<file path="config.mk">
export PLATFORM = sky130hd
export DESIGN_NAME = circ_agen
export DESIGN_NICKNAME = d
export VERILOG_FILES = /design/src/rtl/agen_pkg.sv /design/src/rtl/agen_regs.sv /design/src/rtl/agen_wrap.sv /design/src/rtl/circ_agen.sv
export SDC_FILE = /design/constraint.sdc
export NUM_CORES = 1
export LEC_CHECK = 0
export BUFFER_PORTS_ARGS = -buffer_cell sky130_fd_sc_hd__buf_2
export CORE_MARGIN = 2
export CORE_UTILIZATION = 30
export DETAILED_ROUTE_END_ITERATION = 12
export PLACE_DENSITY = 0.55
export SETUP_SLACK_MARGIN = 0.2
export SLEW_MARGIN = 20
export SYNTH_ARGS = -nofsm -noshare
export SYNTH_HDL_FRONTEND = slang
export SYNTH_HIERARCHICAL = 1
export SYNTH_SLANG_ARGS = --single-unit
</file>
<file path="constraint.sdc">
create_clock -name clk -period 11.5 [get_ports clk]
set_clock_uncertainty 0.05 [all_clocks]
set_input_delay 0.575 -clock clk [delete_from_list [all_inputs] [get_ports clk]]
set_output_delay 0.575 -clock clk [all_outputs]
set_load 0.01 [all_outputs]
</file>
<file path="src/rtl/agen_pkg.sv">
// Shared encodings for the circular buffer address generator.
// Assumes: the kind code is used by both the write port and the read port.
package agen_pkg;
    typedef enum logic [1:0] {
        KIND_IDX  = 2'd0,
        KIND_MOD  = 2'd1,
        KIND_LEN  = 2'd2,
        KIND_NONE = 2'd3
    } reg_kind_e;
endpackage

</file>
<file path="src/rtl/agen_regs.sv">
// Register banks: pointers, steps and lengths.
// Assumes: an explicit pointer write wins over a post-modify of the same pointer.
// Step and length registers change only through the write port.
module agen_regs #(
    parameter int AW   = 14,
    parameter int NPTR = 4,
    localparam int SELW = $clog2(NPTR)
) (
    input  logic                      clk,
    input  logic                      rst_n,
    input  logic                      wr_en,
    input  logic [1:0]                wr_kind,
    input  logic [SELW-1:0]           wr_sel,
    input  logic [AW-1:0]             wr_data,
    input  logic                      upd_en,
    input  logic [SELW-1:0]           upd_sel,
    input  logic [AW-1:0]             upd_val,
    output logic [NPTR-1:0][AW-1:0]   i_q,
    output logic [NPTR-1:0][AW-1:0]   m_q,
    output logic [NPTR-1:0][AW-1:0]   l_q
);
    import agen_pkg::*;

    for (genvar g = 0; g < NPTR; g++) begin : g_slot
        logic hit;
        assign hit = wr_en && (wr_sel == SELW'(g));

        // Pointer: the write has priority, otherwise take the post-modify result.
        always_ff @(posedge clk) begin
            if (!rst_n)
                i_q[g] <= '0;
            else if (hit && wr_kind == KIND_IDX)
                i_q[g] <= wr_data;
            else if (upd_en && upd_sel == SELW'(g))
                i_q[g] <= upd_val;
        end

        // Step register: loaded only by the write port.
        always_ff @(posedge clk) begin
            if (!rst_n)
                m_q[g] <= '0;
            else if (hit && wr_kind == KIND_MOD)
                m_q[g] <= wr_data;
        end

        // Length register: loaded only by the write port.
        always_ff @(posedge clk) begin
            if (!rst_n)
                l_q[g] <= '0;
            else if (hit && wr_kind == KIND_LEN)
                l_q[g] <= wr_data;
        end
    end
endmodule

</file>
<file path="src/rtl/agen_wrap.sv">
// Next-pointer calculation with optional modulo wrap.
// Assumes: with a non-zero length, |step| <= length and the pointer lies inside its buffer.
// The base is the pointer with the low bits cleared, up to the next power of two >= length.
module agen_wrap #(
    parameter int AW = 14
) (
    input  logic [AW-1:0] ptr,
    input  logic [AW-1:0] step,
    input  logic [AW-1:0] len,
    output logic [AW-1:0] nxt
);
    logic [AW-1:0]        mask;
    logic [AW-1:0]        base;
    logic signed [AW+1:0] offs;
    logic signed [AW+1:0] sstep;
    logic signed [AW+1:0] slen;
    logic signed [AW+1:0] n;
    logic signed [AW+1:0] nfix;

    // Build the alignment mask by smearing (len-1) toward bit 0.
    always_comb begin
        mask = len - AW'(1);
        for (int k = 0; k < AW; k++)
            mask = mask | (mask >> 1);
    end

    // Offset inside the buffer plus the signed step, corrected by one length.
    always_comb begin
        base  = ptr & ~mask;
        offs  = $signed({2'b00, ptr & mask});
        sstep = $signed({{2{step[AW-1]}}, step});
        slen  = $signed({2'b00, len});
        n     = offs + sstep;
        if (n >= slen)
            nfix = n - slen;
        else if (n < 0)
            nfix = n + slen;
        else
            nfix = n;
    end

    // Select linear or circular result.
    always_comb begin
        if (len == '0)
            nxt = ptr + step;
        else
            nxt = base + nfix[AW-1:0];
    end
endmodule

</file>
<file path="src/rtl/circ_agen.sv">
// Circular buffer address generator top.
// Issues the selected pointer as the address and post-modifies it by a chosen step register.
// Assumes: one access per cycle; the read port is combinational.
module circ_agen #(
    parameter int AW   = 14,
    parameter int NPTR = 4,
    localparam int SELW = $clog2(NPTR)
) (
    input  logic            clk,
    input  logic            rst_n,
    input  logic            acc_en,
    input  logic [SELW-1:0] acc_isel,
    input  logic [SELW-1:0] acc_msel,
    output logic [AW-1:0]   addr_o,
    input  logic            wr_en,
    input  logic [1:0]      wr_kind,
    input  logic [SELW-1:0] wr_sel,
    input  logic [AW-1:0]   wr_data,
    input  logic [1:0]      rd_kind,
    input  logic [SELW-1:0] rd_sel,
    output logic [AW-1:0]   rd_data
);
    import agen_pkg::*;

    logic [NPTR-1:0][AW-1:0] i_q;
    logic [NPTR-1:0][AW-1:0] m_q;
    logic [NPTR-1:0][AW-1:0] l_q;
    logic [AW-1:0]           upd_val;

    agen_regs #(.AW(AW), .NPTR(NPTR)) u_regs (
        .clk     (clk),
        .rst_n   (rst_n),
        .wr_en   (wr_en),
        .wr_kind (wr_kind),
        .wr_sel  (wr_sel),
        .wr_data (wr_data),
        .upd_en  (acc_en),
        .upd_sel (acc_isel),
        .upd_val (upd_val),
        .i_q     (i_q),
        .m_q     (m_q),
        .l_q     (l_q)
    );

    agen_wrap #(.AW(AW)) u_wrap (
        .ptr  (i_q[acc_isel]),
        .step (m_q[acc_msel]),
        .len  (l_q[acc_isel]),
        .nxt  (upd_val)
    );

    // Post-modify addressing: the address is the pointer before the update.
    assign addr_o = i_q[acc_isel];

    // Read port mux over the three banks.
    always_comb begin
        unique case (wr_kind_cast(rd_kind))
            KIND_IDX: rd_data = i_q[rd_sel];
            KIND_MOD: rd_data = m_q[rd_sel];
            KIND_LEN: rd_data = l_q[rd_sel];
            default:  rd_data = '0;
        endcase
    end

    function automatic reg_kind_e wr_kind_cast(input logic [1:0] v);
        return reg_kind_e'(v);
    endfunction
endmodule

</file>
== Word level (Yosys, flattened, before mapping) ==
Cells that the tools add are included.

* Add/sub/neg operators: 6
* $lt $le $gt $ge: 5
* Eq/ne operators: 10
* Multiplexer cells: 24
* Bitwise operators: 17
* Reductions and logical operators: 29

{| class="wikitable"
|+ Operators with widths
! cell !! number
|-
| 2-to-1 mux 14 bit || 17
|-
| bitwise OR 14 x 13 -> 14 bit || 14
|-
| binary-select mux 14 bit (select 2 bit) || 6
|-
| adder 14 bit || 3
|-
| case mux 14 bit (3 select lines) || 1
|-
| bitwise AND 14 bit || 2
|-
| logical AND 1 bit || 20
|-
| adder 15 x 14 -> 16 bit || 1
|-
| greater-or-equal comparator 16 x 15 -> 1 bit || 1
|-
| less-than comparator 16 x 1 -> 1 bit, second input constant || 1
|-
| zero test 14 bit || 1
|-
| inverter 14 bit || 1
|-
| subtractor 14 x 1 -> 14 bit, second input constant || 1
|-
| subtractor 14 bit || 1
|-
| equality test 2 bit, second input constant || 6
|-
| less-than comparator 2 x 3 -> 1 bit, second input constant || 3
|-
| equality test 2 x 1 -> 1 bit, second input constant || 4
|-
| zero test 2 bit || 4
|-
| nonzero test 2 bit || 4
|}

* Flip-flop bits (word level): 168
* Bits of input ports: 30
* Output and inout bits: 28

== Longest topological paths before layout ==
* Depth in word-level cells: 26
* Gate-level depth with buffers: 50
* Mapped depth without buffers: 46

== Modules after synthesis ==
Netlist, hierarchy kept.

{| class="wikitable"
|+ By module, submodules not included
! module !! instances !! cells an instance !! area each (µm²) !! sequential area each (µm²)
|-
| agen_regs || 1 || 861 || 7307.0 || 3363.2
|-
| agen_wrap || 1 || 568 || 3952.5 || 0.0
|-
| circ_agen || 1 || 151 || 2267.2 || 0.0
|}

== Least setup slack after synthesis ==
Ideal clock, no wire load.

* Path kind: in2reg
* Start point: in acc_isel[0]
* End point: reg u_regs/i_q[13] (netlist bit)
* Arrival: 9.909 ns
* Data required time: 11.376 ns
* Path slack: 1.467 ns
* Stages on the path: 47
* Buffers on the path: 3
* Cells stage by stage: buf_4 -> mux4_2 -> inv_1 -> ha_1 -> or4b_4 -> buf_6 -> nor3_2 -> a31oi_1 -> o32ai_2 -> and3_4 -> o211a_4 -> nor4b_4 -> and2_1 -> and3_4 -> nor2_1 -> ha_1 -> a211oi_2 -> o21bai_1 -> [11 not listed] -> nand3_2 -> buf_2 -> nor2_1 -> a21oi_1 -> mux2i_1 -> ha_1 -> a211oi_1 -> o21ai_1 -> a2111o_1 -> a311o_1 -> a21oi_1 -> xnor2_1 -> xnor2_2 -> xor2_1 -> o22ai_1 -> o21ai_1 -> nand2_1 -> a31oi_1

* Longest elaborated chain between the ends: 26
* Elaborated cells on any way between the ends: 38

{| class="wikitable"
|+ RTL lines
! element !! RTL line !! source
|-
| start: declaration || circ_agen.sv:12 || <nowiki>input logic [SELW-1:0] acc_isel,</nowiki>
|-
| binary-select mux 14 bit (select 2 bit) || circ_agen.sv:48 || <nowiki>.len (l_q[acc_isel]),</nowiki>
|-
| 2-to-1 mux 14 bit (not written as such) || circ_agen.sv:48 ||
|-
| subtractor 14 x 1 -> 14 bit || agen_wrap.sv:22 || <nowiki>mask = len - AW'(1);</nowiki>
|-
| bitwise OR 14 x 13 -> 14 bit (14 in series) || agen_wrap.sv:24 || <nowiki>mask = mask | (mask >> 1);</nowiki>
|-
| bitwise AND 14 bit || agen_wrap.sv:30 || <nowiki>offs = $signed({2'b00, ptr & mask});</nowiki>
|-
| adder 15 x 14 -> 16 bit || agen_wrap.sv:33 || <nowiki>n = offs + sstep;</nowiki>
|-
| adder 14 bit or less-than comparator 16 x 1 -> 1 bit (tied branches) || agen_wrap.sv:37, agen_wrap.sv:36 ||
|-
| 2-to-1 mux 14 bit || agen_wrap.sv:36 || <nowiki>else if (n < 0)</nowiki>
|-
| 2-to-1 mux 14 bit || agen_wrap.sv:34 || <nowiki>if (n >= slen)</nowiki>
|-
| adder 14 bit || agen_wrap.sv:47 || <nowiki>nxt = base + nfix[AW-1:0];</nowiki>
|-
| 2-to-1 mux 14 bit (*) || agen_wrap.sv:44 || <nowiki>if (len == '0)</nowiki>
|-
| net upd_val[13] || circ_agen.sv:28 || <nowiki>logic [AW-1:0] upd_val;</nowiki>
|-
| 2-to-1 mux 14 bit (*) || agen_regs.sv:34 || <nowiki>else if (upd_en && upd_sel == SELW'(g))</nowiki>
|-
| 2-to-1 mux 14 bit (*) || agen_regs.sv:32 || <nowiki>else if (hit && wr_kind == KIND_IDX)</nowiki>
|-
| end signal: indexed assignment || agen_regs.sv:33 || <nowiki>i_q[g] <= wr_data;</nowiki>
|-
| end signal: indexed assignment || agen_regs.sv:35 || <nowiki>i_q[g] <= upd_val;</nowiki>
|-
| end: declaration || agen_regs.sv:18 || <nowiki>output logic [NPTR-1:0][AW-1:0] i_q,</nowiki>
|}

The timed path passes the listed nets; every way through them passes the cells marked *. The select of a mux whose other input is x is not followed.
A chain may end at the register's enable or synchronous reset.

== Final worst setup path ==
* Start point: in acc_isel[0]
* End point: reg u_regs/i_q[41] (netlist bit)

The elaborated chain is that of the path after synthesis.

==> qor.yml <==
global_routing:
  top_usage_layer: "met2"
  grt_pass1_wl_mm: 76.2
  grtUsageMet1_pct: 29.7
  use_met3_pct: 5.33
  antenna_found_initial: 6
  grt_use_met2_pct: 32.7
  grt_usage_pct: 21.2
  grt_pass1_vias: 12300
  grt_overflow: 0
  grt_max_degree: 105
timing:
  setup_viol: 0
  clock.fmax_ghz: 0.0939
  max-slew-margin-rel_pct: 25.5
  period_minus_slack_ns: 10.65
  rsz0062_at_grt: "yes"
  worst_slack_ns: 0.848
  whs_ns: 0.440
  worstMarginPinSlew_ns: 1.11
  fin_crit_sh_pct: 92.6
  finalHoldViolCount: 0
  fin_setup_tns_ns: 0
  timing.final.max_slew_violations: 0
yosys:
  syn_area_um2: 13500
  synth_edf_count: 0
  ys_seq_area_share_pct: 24.9
  syn-num-nets: 1685
  yosys_register_bits: 168
  async_flop_share_pct: 0
  synth_most_common_cell: "nand2_1"
  synthTopCellsByCount: "187 x nand2_1, 168 x dfxtp_1, 147 x o21ai_0"
  ys.flop_type: "dfxtp_1"
  synth_top_area_share_pct: 24.9
  synthTopCellsByArea: "dfxtp_1 25%, mux4_2 14%, ha_1 6.5%"
  synth_cell_types: 82
  syn_area_per_cell_um2: 8.56
  synthCells: 1580
  yosys_warnings: 6
  yosys.area.top_type: "dfxtp_1"
clock_tree:
  numCtsBuffers: 17
  clock_latency_ns: 0.44
  cts_setup_buffers: 0
  cts_tree: "done"
  cts.clk_slew.worst_paths_ns: 0.07
  clockBufferDepth: 2
  clock_sinks: 168
  htreeDepth: 4
  cts_root_buf: "clkbuf_16"
floorplan:
  core_um2: 44300
  die_w_um: 216
  ios: 58
  rows: 77
  dieArea_um2: 46800
  die_y_um: 216
  start_util_pct: 30.5
outcome:
  status: "finished clean"
power:
  pwr-share-seq_pct: 35.1
  clockPowerShare_pct: 34.3
  sw_frac_of_total_pct: 34.9
  p_switching_uw: 604
  intPower_uw: 1130
  p_leak_uw: 0.00526
  ir_worst_vdd_uv: 83.3
  pwr-share-comb_pct: 30.6
  power_density_nw_per_um2: 118
worst_hold_path:
  hp-class: "reg2reg"
worst_setup_path:
  cp-end-kind: "register"
  critPathMaxFanout: 22
  critPathKind: "in2reg"
  worst-endpoint-required_ns: 11.81
  cpPeakStageDelay_ns: 0.67
  cp.arrival_ns: 10.96
  crit_path_frequent_cell: "ha_1"
  worst_path_max_delay_cell: "mux4_2"
  start_kind: "input port"
placement:
  place_congestion: 0.901
  pre_cts_ws_ns: 0.253
  io_buffers: 57
  dp.cells: 2109
  place_hpwl_mm: 33.3
cells_and_area:
  stdcell_count: 2142
  seqCellArea_um2: 3360
  multi_input_area_um2: 9330
  final_layout_size_suffix_gt1_share_pct: 17.2
  syn2layout_area_growth_pct: 8.59
  fill_cells: 4660
  num-nets-final: 1641
route:
  first_pass_iters: 6
  drtIter0Drc: 1553
  wl_per_cell_um: 23.7
  vias: 12800
  routed_wl_mm: 50.8
  antenna_left: 0
  detail_route.vias_per_cell: 6.00
  drc: 0
job:
  max_cap_viol_count: 0
==> power groups by stage <==
stage / Sequential (uW) / Clock, uW / Combinational (uW)
floorplan: 616 / 0 / 375
global placement: 619 / 0 / 509
detailed placement: 619 / 0 / 511
CTS: 606 / 598 / 513
global route: 608 / 622 / 568
finish: 606 / 594 / 529
==> path summary, 6_finish.rpt <==
path / startpoint / end / slack (ns) / cells past startpoint
max: acc_isel[0] / u_regs/i_q[41] / 0.85 / 46
min: u_regs/m_q[46] / u_regs/m_q[46] / 0.44 / 2
max reg2reg: u_regs/l_q[42] / u_regs/i_q[41] / 0.96 / 45
min reg2reg: u_regs/m_q[46] / u_regs/m_q[46] / 0.44 / 2
==> registers in the layout, indices dropped and copies added (netlist names) <==
signal      cells
u_regs/m_q     56
u_regs/l_q     56
u_regs/i_q     56
==> kinds of logic (layout without fill, tap and decap cells) <==
group | count (synthesis) | after routing | share of synthesized area [%]
adders and majority gates | 75 | 75 | 7.21
other | 0 | 2 | 0
muxes | 87 | 87 | 14.2
and+or+nand+nor | 468 | 468 | 16.8
AOI/OAI and AO/OA | 542 | 542 | 27.2
buffers and inverters | 192 | 160 | 6.63
DFF | 168 | 168 | 24.9
xor gates and xnor gates | 48 | 48 | 3.16
==> routing by layer <==
| metal | vias up | wire length, um | share of wire, % |
|---|---|---|---|
| met5 | - | 14 | 0.028 |
| met4 | 2 | 975 | 1.9 |
| met3 | 64 | 5390 | 11 |
| met2 | 640 | 22400 | 44 |
| met1 | 6360 | 22000 | 43 |
| li1 | 5781 | - | - |
==> stage by stage <==
step           utilization [%]  cell area, um^2  power [uW]
5_1_grt                   33.1            14700        1800
3_5_place_dp              31.7            14100        1130
2_1_floorplan                -            13500         991
6_report                  33.1            14700        1730
4_1_cts                   33.1            14700        1720
3_3_place_gp              31.7            14000        1130
==> worst max-delay path: cells and delay by family <==
family	cells	cell delay (ns)
adders and majority gates	4	1.13
buffers and inverters	3	0.50
xor gates and xnor gates	4	0.76
and+or+nand+nor	11	2.24
AOI/OAI and AO/OA	22	4.81
muxes	2	0.92
==> placed cells by master, fill, tap and decap left out, types with 20 or more instances in the layout <==
cell type	Yosys	final
buf_4	5	24
ha_1	70	70
mux4_2	84	84
o21ai_0	147	147
buf_2	44	56
o31ai_2	26	26
nor2_1	49	47
a21oi_1	57	57
xnor2_1	32	31
o31ai_1	30	30
a31oi_1	71	71
nand3_1	120	120
inv_1	47	47
nor3_1	20	20
nand2_1	187	186
a21boi_0	81	81
dfxtp_1	168	168
a21boi_1	33	33
==> cell type report <==
type | instances | area share, %
inverter | 47 | 1.20
timing repair buffer | 82 | 3.29
clock inverter | 12 | 0.963
sequential | 168 | 22.9
multi-input combinational | 1220 | 63.5
tap | 592 | 5.04
clock buffer | 19 | 3.08
antenna | 2 | 0.0341
==> timing repair <==
action,CTS,global route
resized for setup,0,5
hold buffers,0,0
setup endpoints to repair,0,13
No activity file was read; power rests on OpenSTA's default activity.
